File: config.mk
export PLATFORM = sky130hd
export DESIGN_NAME = ea_gen
export DESIGN_NICKNAME = d
export VERILOG_FILES = /design/src/rtl/ea_gen_pkg.sv /design/src/rtl/ea_gen_decode.sv /design/src/rtl/ea_gen_operands.sv /design/src/rtl/ea_gen_step.sv /design/src/rtl/ea_gen.sv
export SDC_FILE = /design/constraint.sdc
export NUM_CORES = 1
export LEC_CHECK = 0
export BUFFER_PORTS_ARGS = -buffer_cell sky130_fd_sc_hd__buf_2
export CAP_MARGIN = 20
export CORE_MARGIN = 3
export CORE_UTILIZATION = 53
export CTS_BUF_LIST = sky130_fd_sc_hd__clkbuf_2
export CTS_CLUSTER_SIZE = 20
export DETAILED_ROUTE_END_ITERATION = 6
export PLACE_DENSITY = 0.84
export SYNTH_ARGS = -nofsm -noshare
export SYNTH_HDL_FRONTEND = slang
export SYNTH_SLANG_ARGS = --single-unit
File: constraint.sdc
create_clock -name clk -period 8.85 [get_ports clk]
set_input_delay 0.885 -clock clk [delete_from_list [all_inputs] [get_ports clk]]
set_output_delay 0.885 -clock clk [all_outputs]
set_load 0.005 [all_outputs]
File: src/rtl/ea_gen_pkg.sv
package ea_gen_pkg;

    localparam int unsigned MODE_W  = 4;
    localparam int unsigned SCALE_W = 2;
    localparam int unsigned SIZE_W  = 2;

    typedef enum logic [MODE_W-1:0] {
        AM_ABS      = 4'd0,
        AM_IDX_ABS  = 4'd1,
        AM_BASE_IDX = 4'd2,
        AM_BIO      = 4'd3,
        AM_SCALED   = 4'd4,
        AM_IND      = 4'd5,
        AM_POSTINC  = 4'd6,
        AM_PREDEC   = 4'd7,
        AM_PCREL    = 4'd8,
        AM_UPPER    = 4'd9
    } am_mode_e;

    // Operand A of the adder.
    typedef enum logic [2:0] {
        SA_ZERO    = 3'd0,
        SA_BASE    = 3'd1,
        SA_PC      = 3'd2,
        SA_LIT     = 3'd3,
        SA_BASE_HI = 3'd4
    } srca_e;

    // Operand B of the adder.
    typedef enum logic [1:0] {
        SB_ZERO     = 2'd0,
        SB_INDEX    = 2'd1,
        SB_SCALED   = 2'd2,
        SB_NEG_STEP = 2'd3
    } srcb_e;

    // Operand C of the adder.
    typedef enum logic [1:0] {
        SC_ZERO    = 2'd0,
        SC_LIT     = 2'd1,
        SC_LIT_LOW = 2'd2
    } srcc_e;

    typedef struct packed {
        srca_e a;
        srcb_e b;
        srcc_e c;
        logic  wb;       // base register side effect
        logic  step_up;  // direction of the side effect
    } route_t;

    function automatic logic [3:0] size_bytes(input logic [SIZE_W-1:0] code);
        return 4'(1 << code);
    endfunction

    function automatic route_t decode_mode(input am_mode_e m);
        route_t r;
        r = '{a: SA_ZERO, b: SB_ZERO, c: SC_ZERO, wb: 1'b0, step_up: 1'b0};
        case (m)
            AM_ABS:      r.a = SA_LIT;
            AM_IDX_ABS:  begin r.a = SA_LIT;  r.b = SB_INDEX; end
            AM_BASE_IDX: begin r.a = SA_BASE; r.b = SB_INDEX; end
            AM_BIO:      begin r.a = SA_BASE; r.b = SB_INDEX; r.c = SC_LIT; end
            AM_SCALED:   begin r.a = SA_BASE; r.b = SB_SCALED; end
            AM_IND:      r.a = SA_BASE;
            AM_POSTINC:  begin r.a = SA_BASE; r.wb = 1'b1; r.step_up = 1'b1; end
            AM_PREDEC:   begin r.a = SA_BASE; r.b = SB_NEG_STEP; r.wb = 1'b1; end
            AM_PCREL:    begin r.a = SA_PC;   r.c = SC_LIT; end
            AM_UPPER:    begin r.a = SA_BASE_HI; r.c = SC_LIT_LOW; end
            default:     ;
        endcase
        return r;
    endfunction

endpackage

File: src/rtl/ea_gen_decode.sv
module ea_gen_decode
    import ea_gen_pkg::*;
(
    input  logic [MODE_W-1:0] mode_i,
    output route_t            route_o
);
    always_comb begin
        route_o = decode_mode(am_mode_e'(mode_i));
    end
endmodule

File: src/rtl/ea_gen_operands.sv
module ea_gen_operands
    import ea_gen_pkg::*;
#(
    parameter int unsigned ADDR_W = 32,
    parameter int unsigned LOW_W  = 12
) (
    input  route_t              route_i,
    input  logic [ADDR_W-1:0]   base_i,
    input  logic [ADDR_W-1:0]   index_i,
    input  logic [ADDR_W-1:0]   lit_i,
    input  logic [ADDR_W-1:0]   pc_i,
    input  logic [SCALE_W-1:0]  scale_i,
    input  logic [SIZE_W-1:0]   size_i,
    output logic [ADDR_W-1:0]   opa_o,
    output logic [ADDR_W-1:0]   opb_o,
    output logic [ADDR_W-1:0]   opc_o
);
    localparam int unsigned HI_W = ADDR_W - LOW_W;

    logic [ADDR_W-1:0] base_hi;
    logic [ADDR_W-1:0] lit_low_sx;
    logic [ADDR_W-1:0] idx_scaled;
    logic [ADDR_W-1:0] step_mag;

    always_comb begin
        base_hi    = {base_i[ADDR_W-1:LOW_W], {LOW_W{1'b0}}};
        lit_low_sx = {{HI_W{lit_i[LOW_W-1]}}, lit_i[LOW_W-1:0]};
        idx_scaled = index_i << scale_i;
        step_mag   = ADDR_W'(size_bytes(size_i));
    end

    always_comb begin
        case (route_i.a)
            SA_BASE:    opa_o = base_i;
            SA_PC:      opa_o = pc_i;
            SA_LIT:     opa_o = lit_i;
            SA_BASE_HI: opa_o = base_hi;
            default:    opa_o = '0;
        endcase
    end

    always_comb begin
        case (route_i.b)
            SB_INDEX:    opb_o = index_i;
            SB_SCALED:   opb_o = idx_scaled;
            SB_NEG_STEP: opb_o = ~step_mag + ADDR_W'(1);
            default:     opb_o = '0;
        endcase
    end

    always_comb begin
        case (route_i.c)
            SC_LIT:     opc_o = lit_i;
            SC_LIT_LOW: opc_o = lit_low_sx;
            default:    opc_o = '0;
        endcase
    end
endmodule

File: src/rtl/ea_gen_step.sv
module ea_gen_step
    import ea_gen_pkg::*;
#(
    parameter int unsigned ADDR_W = 32
) (
    input  logic [ADDR_W-1:0] base_i,
    input  logic [SIZE_W-1:0] size_i,
    input  logic              up_i,
    output logic [ADDR_W-1:0] next_o
);
    logic [ADDR_W-1:0] mag;

    always_comb begin
        mag    = ADDR_W'(size_bytes(size_i));
        next_o = up_i ? (base_i + mag) : (base_i - mag);
    end
endmodule

File: src/rtl/ea_gen.sv
module ea_gen
    import ea_gen_pkg::*;
#(
    parameter int unsigned ADDR_W = 32,
    parameter int unsigned LOW_W  = 12
) (
    input  logic                clk,
    input  logic                rst,
    input  logic                req_valid,
    input  logic [MODE_W-1:0]   req_mode,
    input  logic [ADDR_W-1:0]   req_base,
    input  logic [ADDR_W-1:0]   req_index,
    input  logic [ADDR_W-1:0]   req_lit,
    input  logic [SCALE_W-1:0]  req_scale,
    input  logic [SIZE_W-1:0]   req_size,
    input  logic [ADDR_W-1:0]   req_pc,
    output logic                out_valid,
    output logic [ADDR_W-1:0]   out_ea,
    output logic                out_wb_en,
    output logic [ADDR_W-1:0]   out_wb_data
);
    route_t            route;
    logic [ADDR_W-1:0] opa, opb, opc;
    logic [ADDR_W-1:0] ea_sum;
    logic [ADDR_W-1:0] step_val;

    ea_gen_decode u_decode (
        .mode_i  (req_mode),
        .route_o (route)
    );

    ea_gen_operands #(.ADDR_W(ADDR_W), .LOW_W(LOW_W)) u_operands (
        .route_i (route),
        .base_i  (req_base),
        .index_i (req_index),
        .lit_i   (req_lit),
        .pc_i    (req_pc),
        .scale_i (req_scale),
        .size_i  (req_size),
        .opa_o   (opa),
        .opb_o   (opb),
        .opc_o   (opc)
    );

    ea_gen_step #(.ADDR_W(ADDR_W)) u_step (
        .base_i (req_base),
        .size_i (req_size),
        .up_i   (route.step_up),
        .next_o (step_val)
    );

    always_comb begin
        ea_sum = opa + opb + opc;
    end

    always_ff @(posedge clk) begin
        if (rst) begin
            out_valid   <= 1'b0;
            out_ea      <= '0;
            out_wb_en   <= 1'b0;
            out_wb_data <= '0;
        end else begin
            out_valid <= req_valid;
            out_wb_en <= req_valid & route.wb;
            if (req_valid) begin
                out_ea      <= ea_sum;
                out_wb_data <= route.wb ? step_val : req_base;
            end
        end
    end

    // results follow the request by exactly one cycle
    a_r11_valid_follows: assert property (@(posedge clk) disable iff (rst)
        req_valid |=> out_valid);
    a_r11_idle_follows: assert property (@(posedge clk) disable iff (rst)
        !req_valid |=> !out_valid);
    a_r11_hold_ea: assert property (@(posedge clk) disable iff (rst)
        (!out_valid && !$past(rst)) |-> ($stable(out_ea) && $stable(out_wb_data)));

    // post-increment hands out the old base
    a_r6_post_old_base: assert property (@(posedge clk) disable iff (rst)
        (out_valid && $past(req_mode) == MODE_W'(AM_POSTINC)) |-> (out_ea == $past(req_base)));

    // pre-decrement address equals the new base
    a_r7_pre_match: assert property (@(posedge clk) disable iff (rst)
        (out_valid && $past(req_mode) == MODE_W'(AM_PREDEC)) |-> (out_ea == out_wb_data));

    // writeback only for the two auto-modifying modes
    a_r10_wb_modes: assert property (@(posedge clk) disable iff (rst)
        out_wb_en |-> (out_valid && ($past(req_mode) == MODE_W'(AM_POSTINC) ||
                                     $past(req_mode) == MODE_W'(AM_PREDEC))));
    a_r10_base_kept: assert property (@(posedge clk) disable iff (rst)
        (out_valid && !out_wb_en) |-> (out_wb_data == $past(req_base)));
endmodule

==> results.rst, run 1 <==
.. list-table::
   :header-rows: 1

   * - Metric
     - Value
   * - Area share of the largest cell type after synthesis
     - 14.7%
   * - Portion of the clock cycle consumed by the worst path in the final layout
     - 68.6%
   * - DPL Wire Length
     - 23800 microns
   * - Area contributors post-synth
     - dfxtp_1, ha_1, fa_1
   * - Crit-path slowest cell
     - nor2_1
   * - CP Launch Type
     - input pin
   * - Number of buffers between clock root and the deepest sink
     - 2
   * - H-Tree Depth
     - 3
   * - Area share of and/or/nand/nor cells after synthesis
     - 20.1%
   * - First-pass GRT wire length
     - 47200 microns
   * - Tot GR Track Use
     - 32.1%
   * - Met2 wire length
     - 13600 microns
   * - Combinational family with the most area after synthesis
     - compound AO/OA/AOI/OAI gates
   * - Sequential cell area fraction in the yosys report
     - 14.7%
   * - Synth Area in Adders
     - 16.3%
   * - Clk Latency, worst-skew pair
     - 590 ps
   * - Terminus of the critical flop-to-flop path
     - out_wb_data[28]
   * - I/O pin count
     - 205
   * - Maximum frequency from static timing analysis
     - 0.165 GHz
   * - Core area
     - 0.0162 sq mm
   * - Clock Pin Slew Worst Setup and Hold Paths
     - 200 ps
   * - Iteration-0 DRC Markers
     - 906
   * - Num CTS Buffers
     - 9
   * - Worst hold path class
     - reg -> reg
   * - Hold Path Sink
     - out_ea[24]
   * - Commonest non-fill, non-tap cell in the layout
     - buf_2
   * - Aggregate negative setup slack
     - 0 ps
   * - Power density over the cells
     - 107 mW/mm^2
   * - Leading area contributor after synthesis
     - dfxtp_1
   * - Grt ovf
     - 0
   * - Number of max-capacitance violations reported
     - 0
   * - Run status
     - finished clean
   * - Number of buffers inserted by post-CTS setup repair
     - 0
   * - Type of the worst setup path
     - in -> reg
   * - Vias in the first global route
     - 9177
   * - Die Ht
     - 136 microns
   * - Portion of netlist area occupied by mux cells
     - 10.8%
   * - Length of routed wiring on met1
     - 12100 microns
   * - Number of cells on the worst reg-to-reg path
     - 3
   * - First-pass iteration count of the detailed router
     - 5
   * - Clock root buffer
     - clkbuf_2
   * - Syn_area_per_cell
     - 7.60 sq um
   * - RSZ-0062 raised after global routing
     - false
   * - Antenna Violating Nets Remaining
     - 0
   * - Count of synthesis-stage warnings from yosys
     - 0
   * - Largest net degree at the start of global routing
     - 64
   * - Final worst clock skew
     - 0 ps
   * - Synth Area in Compound Gates
     - 28.1%
   * - Fraction of registers with async set or reset after synthesis
     - 0%
   * - Minimum clock period
     - 6070 ps
   * - Worst ir drop on vdd
     - 77.8 uV
   * - End-of-flow core utilization
     - 62.7%
   * - Average detailed-routed wire length per instance
     - 19.4 microns
   * - Syn_nets
     - 1419
   * - Std-Cell Rows
     - 46
   * - Required time at the endpoint of the critical path
     - 9400 ps
   * - Mapped Cells
     - 1183
   * - Pin slew with the least headroom to its limit
     - 1020 ps
   * - Max Slew Vio Count
     - 0
   * - Total standard cell area after synthesis
     - 0.00899 sq mm
   * - Number of instances resized during post-cts repair
     - 0
   * - Total of hold buffers inserted after clock tree synthesis
     - 0
   * - Vias/cell
     - 6.35
   * - Commonest cells after routing, fill and taps aside
     - buf_2, nand2_1, nor2_1
   * - Cell Chain, Critical Path
     - buf_2 -> or3b_2 -> a21oi_1 -> ha_1 -> nor2_1 -> nor2_1 -> nand2_1 -> fa_1 -> inv_1 -> ha_1 -> fa_1 -> a211oi_2 -> o21a_1 -> or3_1 -> a21bo_1 -> nand2b_1 -> a221o_1 -> a2111oi_0 -> nand4b_1
   * - Kind of capture point of the worst setup path
     - register
   * - Highest metal layer with signal wires
     - met5
   * - Final Setup Violations
     - 0
   * - TritonCTS clock tree
     - built
   * - Relative slew margins
     - 32.0%
   * - Share of final-layout standard cells stronger than drive strength 1
     - 19.7%
   * - Number of DRC violations after detailed routing
     - 0
   * - Final-report hold violation count
     - 0
   * - Area share of xor/xnor cells in the synthesized design
     - 3.51%
   * - Area growth, synth to finish
     - 13.1%
   * - Die width
     - 136 microns
   * - Number of sinks driven by the clock tree
     - 66
   * - Flops & latches, synth
     - 66
   * - Register-to-register setup slack
     - 8020 ps
   * - Hold depth
     - 2
   * - Launch instance of the worst min-delay path
     - out_ea[24]
   * - RD Place Congestion
     - 1.04
   * - Final instance count without filler cells
     - 1556
   * - Number of flops mapped to enable cells by yosys
     - 0
   * - Die area
     - 0.0186 sq mm
   * - Power Total
     - 1.08 mW
   * - Max incr delay on CP
     - 650 ps
   * - Overall via count from detail_route
     - 9875
   * - Antenna violations before repair
     - 4
   * - Initial Utilization
     - 55.4%
   * - Cell variety after synth
     - 76
   * - IO buf count
     - 204
   * - Leading register cell type out of synthesis
     - dfxtp_1
   * - Worst path arrival time
     - 6620 ps
   * - Leakage
     - 4.70 nW
   * - Source of the worst register-to-register timing path
     - out_wb_data[28]
   * - Critical path fanouts, max
     - 34
   * - DRT Wirelength
     - 30200 microns
   * - Placed cells
     - 1537
   * - Number of nets at the end of the flow
     - 1570
   * - Number of inserted filler cells in the final layout
     - 1498
   * - Met3 routed WL
     - 3270 microns
==> through the flow <==
stage | setup WS, ps | cell area (sq um) | hold slack (ps)
finish | 2780 | 10200 | 483
global route | 2390 | 10200 | 516
CTS | 2930 | 10100 | 481
detailed placement | 2310 | 10100 | 460
global placement | 2510 | 10000 | 454
floorplan | 3450 | 8990 | 458
==> cells by family (layout without fill, tap and decap cells) <==
logic type	after synthesis	count (layout)
fa+ha+maj	97	97
compound gates	372	372
other cells	0	2
flops	66	66
simple gates	389	389
buf+inv	149	304
xor+xnor	36	36
mux	74	74
==> per-layer routing <==
layer / vias up / GRT usage (%)
met2: 537 / 51.0
li1: 4666 / -
met1: 4578 / 41.1
met5: - / 0
met4: 4 / 13.2
met3: 90 / 9.10
==> power by group <==
group / switching (mW) / internal [mW] / leakage, nW / total, mW
Combinational: 0.331 / 0.230 / 4.09 / 0.561
Sequential: 0.0135 / 0.325 / 0.546 / 0.338
Clock: 0.122 / 0.0618 / 0.0643 / 0.184
==> registers in the layout, indices dropped and copies added, names as in the netlist <==
signal       flops
out_ea          32
out_valid        1
out_wb_data     32
out_wb_en        1
==> worst max-delay path: cells and delay by family <==
family / cells / cell delay, ps
adders and majority gates: 4 / 1800
buffers and inverters: 2 / 510
and+or+nand+nor: 7 / 1840
AOI/OAI and AO/OA: 6 / 1560
==> cell usage after synthesis, types with 12 or more instances <==
cell type and number:
nand2_1 142, nor2_1 119, a21oi_1 91, inv_1 75
dfxtp_1 66, ha_1 64, o21ai_0 54, mux2i_1 53
clkbuf_1 52, a21o_1 36, fa_1 33, a211oi_1 32
a311oi_1 26, a221oi_1 24, a31oi_1 24, xnor2_1 24
nand3_1 22, nor3_1 21, mux4_2 18, buf_1 14
xor2_1 12
==> how the worst max path moves through the flow <==
stage                  to  cells past startpoint        start  slack (ps)
2_1_floorplan  out_ea[21]                     20  req_mode[3]        3450
3_3_place_gp   out_ea[21]                     19  req_mode[3]        2510
3_5_place_dp   out_ea[21]                     19  req_mode[3]        2310
4_1_cts        out_ea[21]                     19  req_mode[3]        2930
5_1_grt        out_ea[21]                     19  req_mode[3]        2390
6_report       out_ea[21]                     19  req_mode[3]        2780
==> layout make-up <==
class                           instances  area [sq um]  share of cell area [%]
Antenna cell                            2          5.00                  0.0492
Clock buffer                           10          50.0                   0.492
Clock inverter                          5          46.3                   0.455
Inverter                               75           282                    2.77
Multi-Input combinational cell        968          7090                    69.7
Sequential cell                        66          1320                    13.0
Tap cell                              216           270                    2.66
Timing Repair Buffer                  214          1110                    10.9
No activity file was read; power rests on OpenSTA's default activity.
==> inputs of run 2 (changes only) <==
--- a/config.mk
+++ b/config.mk
@@ -8,11 +8,11 @@
 export BUFFER_PORTS_ARGS = -buffer_cell sky130_fd_sc_hd__buf_2
 export CAP_MARGIN = 20
 export CORE_MARGIN = 3
-export CORE_UTILIZATION = 53
+export CORE_UTILIZATION = 52
 export CTS_BUF_LIST = sky130_fd_sc_hd__clkbuf_2
 export CTS_CLUSTER_SIZE = 20
 export DETAILED_ROUTE_END_ITERATION = 6
-export PLACE_DENSITY = 0.84
+export PLACE_DENSITY = 0.85
 export SYNTH_ARGS = -nofsm -noshare
 export SYNTH_HDL_FRONTEND = slang
 export SYNTH_SLANG_ARGS = --single-unit
==> constraint.sdc (replaced) <==
create_clock -name clk -period 4.9 [get_ports clk]
set_input_delay 0.49 -clock clk [delete_from_list [all_inputs] [get_ports clk]]
set_output_delay 0.49 -clock clk [all_outputs]
set_load 0.005 [all_outputs]
==> run 2 against run 1 <==
Against the previous run: sequential power up 81%; via count is 3.2% higher; power rose by 84%; hold slack worse by 360 ps; first-iteration DRC count shrank 0.55%; register-to-register slack lost 4000 ps; critical path type unchanged; largest cell class unchanged.
==> results.rst, run 2 (synthesis gave the netlist of run 1 again) <==
.. list-table::
   :header-rows: 1

   * - Metric
     - Value
   * - Pin slew with the least headroom to its limit
     - 983 ps (was 1020 ps)
   * - RD Place Congestion
     - 0.991 (was 1.04)
   * - Minimum clock period
     - 4360 ps
   * - Cell Area, Placed
     - 0.0106 sq mm (was 0.0101 sq mm)
   * - DPL Wire Length
     - 24900 microns (was 23800 microns)
   * - Run status
     - finished clean (unchanged)
   * - Number of inserted filler cells in the final layout
     - 1576 (was 1498)
   * - Worst Setup Slack, final
     - 540 ps (was 2780 ps)
   * - Bufs and invs on worst path
     - 2 (unchanged)
   * - Aggregate negative setup slack
     - 0 ps (unchanged)
   * - Final-report hold violation count
     - 0 (unchanged)
   * - RSZ-0062 raised after global routing
     - false (unchanged)
   * - Crit-path slowest cell
     - or4_1 (was nor2_1)
   * - Std-Cell Rows
     - 47 (was 46)
   * - Leakage
     - 5.03 nW (was 4.70 nW)
   * - Tot GR Track Use
     - 32.8% (was 32.1%)
   * - Core area
     - 0.0168 sq mm (was 0.0162 sq mm)
   * - Hold depth
     - 3 (was 2)
   * - Die Ht
     - 137 microns (was 136 microns)
   * - First-pass GRT wire length
     - 49000 microns (was 47200 microns)
   * - Number of cells on the worst reg-to-reg path
     - 3 (unchanged)
   * - Terminus of the critical flop-to-flop path
     - out_wb_data[28] (unchanged)
   * - Number of buffers inserted by post-CTS setup repair
     - 0 (unchanged)
   * - First-pass iteration count of the detailed router
     - 6 (was 5)
   * - Clk Latency, worst-skew pair
     - 610 ps (was 590 ps)
   * - I/O pin count
     - 205 (unchanged)
   * - Met3 Resource Use GR
     - 4.71% (was 9.10%)
   * - Largest registers ranked by flip-flop count
     - out_ea: 32 flops, out_wb_data: 32 flops (unchanged)
   * - Vias/cell
     - 6.26 (was 6.35)
   * - Power Total
     - 1.99 mW (was 1.08 mW)
   * - Num CTS Buffers
     - 9 (unchanged)
   * - Total of hold buffers inserted after clock tree synthesis
     - 0 (unchanged)
   * - Hold Path Sink
     - out_wb_data[5] (was out_ea[24])
   * - Largest net degree at the start of global routing
     - 66 (was 64)
   * - Area growth, synth to finish
     - 18.9% (was 13.1%)
   * - Antenna violations before repair
     - 4 (unchanged)
   * - Launch instance of the worst min-delay path
     - req_base[5] (was out_ea[24])
   * - Clock Pin Slew Worst Setup and Hold Paths
     - 220 ps (was 200 ps)
   * - Met2 Resource Use GR
     - 54.6% (was 51.0%)
   * - CP Launch Type
     - input pin (unchanged)
   * - Number of max-capacitance violations reported
     - 0 (unchanged)
   * - Clock root buffer
     - clkbuf_2 (unchanged)
   * - Die area
     - 0.0189 sq mm (was 0.0186 sq mm)
   * - Post-layout instance area
     - 0.0107 sq mm (was 0.0102 sq mm)
   * - Die width
     - 137 microns (was 136 microns)
   * - Max incr delay on CP
     - 490 ps (was 650 ps)
   * - Cell Chain, Critical Path
     - buf_2 -> or3b_2 -> a21oi_1 -> ha_1 -> nor2_1 -> buf_4 -> and2_1 -> fa_1 -> ha_1 -> a21oi_1 -> o211ai_1 -> or4_1 -> nand4_2 -> nand3_2 -> a31o_1 -> or2_0 -> a32o_1 (was buf_2 -> or3b_2 -> a21oi_1 -> ha_1 -> nor2_1 -> nor2_1 -> nand2_1 -> fa_1 -> inv_1 -> ha_1 -> fa_1 -> a211oi_2 -> o21a_1 -> or3_1 -> a21bo_1 -> nand2b_1 -> a221o_1 -> a2111oi_0 -> nand4b_1)
   * - Commonest non-fill, non-tap cell in the layout
     - buf_2 (unchanged)
   * - IO buf count
     - 204 (unchanged)
   * - Kind of capture point of the worst setup path
     - register (unchanged)
   * - Number of nets at the end of the flow
     - 1636 (was 1570)
   * - Number of instances resized during post-cts repair
     - 0 (unchanged)
   * - Worst path arrival time
     - 4880 ps (was 6620 ps)
   * - Average detailed-routed wire length per instance
     - 19.3 microns (was 19.4 microns)
   * - Number of DRC violations after detailed routing
     - 0 (unchanged)
   * - Maximum frequency from static timing analysis
     - 0.229 GHz
   * - Initial Utilization
     - 53.6% (was 55.4%)
   * - Required time at the endpoint of the critical path
     - 5420 ps (was 9400 ps)
   * - Portion of the clock cycle consumed by the worst path in the final layout
     - 89.0%
   * - Critical path fanouts, max
     - 7 (was 34)
   * - H-Tree Depth
     - 3 (unchanged)
   * - Final worst clock skew
     - 0 ps (unchanged)
   * - Grt ovf
     - 0 (unchanged)
   * - Max Slew Vio Count
     - 0 (unchanged)
   * - Iteration-0 DRC Markers
     - 901 (was 906)
   * - Worst ir drop on vdd
     - 127 uV (was 77.8 uV)
   * - Share of final-layout standard cells stronger than drive strength 1
     - 23.6% (was 19.7%)
   * - Worst hold path class
     - in -> reg (was reg -> reg)
   * - Final Setup Violations
     - 0 (unchanged)
   * - Antenna Violating Nets Remaining
     - 0 (unchanged)
   * - TritonCTS clock tree
     - built (unchanged)
   * - Power density over the cells
     - 186 mW/mm^2 (was 107 mW/mm^2)
   * - Number of buffers between clock root and the deepest sink
     - 2 (unchanged)
   * - Overall via count from detail_route
     - 10200 (was 9875)
   * - Number of sinks driven by the clock tree
     - 66 (unchanged)
   * - Met1 capacity usage during global routing
     - 43.5% (was 41.1%)
   * - Layer with the highest usage
     - met2 (unchanged)
   * - DRT Wirelength
     - 31400 microns (was 30200 microns)
   * - Commonest cells after routing, fill and taps aside
     - buf_2, nand2_1, nor2_1 (unchanged)
   * - Type of the worst setup path
     - in -> reg (unchanged)
   * - Worst slack at placement
     - -57.8 ps (was 2310 ps)
   * - Relative slew margins
     - 34.4% (was 32.0%)
   * - Register-to-register setup slack
     - 4060 ps (was 8020 ps)
   * - Vias in the first global route
     - 9549 (was 9177)
   * - Cell family contributing the most delay on the critical path
     - simple AND/OR/NAND/NOR gates (unchanged)
   * - Source of the worst register-to-register timing path
     - out_wb_data[28] (unchanged)
## run 2: cell count changes in the layout (fill, tap and decap cells not counted), sizes merged
cell and delta:
bufinv -1, clkinv +1, diode +1, buf +66
## run 2: worst reg2reg max path, stage by stage, from the launching register on
cell     delay (ps)
dfxtp_1         350
and3_1          160
a31oi_1         150
o31ai_1          90
## run 2: per-stage QoR
step           utilization [%]  instances  hold WS [ps]
4_1_cts                   63.7       1624           111
3_5_place_dp              63.3       1609           464
6_report                  63.8       1627           128
3_3_place_gp              63.3       1609           461
5_1_grt                   63.7       1626          95.4
2_1_floorplan                -       1183           458
## run 2: worst max path at each step
stage	cells past startpoint	slack [ps]	startpoint	to
after floorplan	20	80	req_mode[3]	out_ea[21]
after global placement	18	20	req_mode[1]	out_ea[21]
after detailed placement	18	-60	req_mode[1]	out_ea[21]
after CTS	18	580	req_mode[1]	out_ea[21]
after global routing	18	240	req_mode[3]	out_ea[21]
final	17	540	req_mode[1]	out_ea[26]
## run 2: where the power goes
part / internal [mW] / switching [mW]
clock network: 0.0604 / 0.237
logic: 0.466 / 0.614
registers: 0.587 / 0.0254
total: 1.11 / 0.876
## run 2: layout make-up
cell class	instances	area (sq um)	area share (%)
sequential	66	1320	12.4
multi-input combinational	968	7100	66.4
clock inverter	5	22.5	0.211
clock buffer	10	50.0	0.468
timing repair buffer	280	1630	15.3
tap	220	275	2.58
inverter	75	282	2.63
antenna	3	7.51	0.0702
## run 2: routing by layer
metal,share of wire [%],up-vias
li1,-,4802
met1,41,4740
met2,47,570
met3,9.2,75
met4,3.2,6
met5,0.13,-
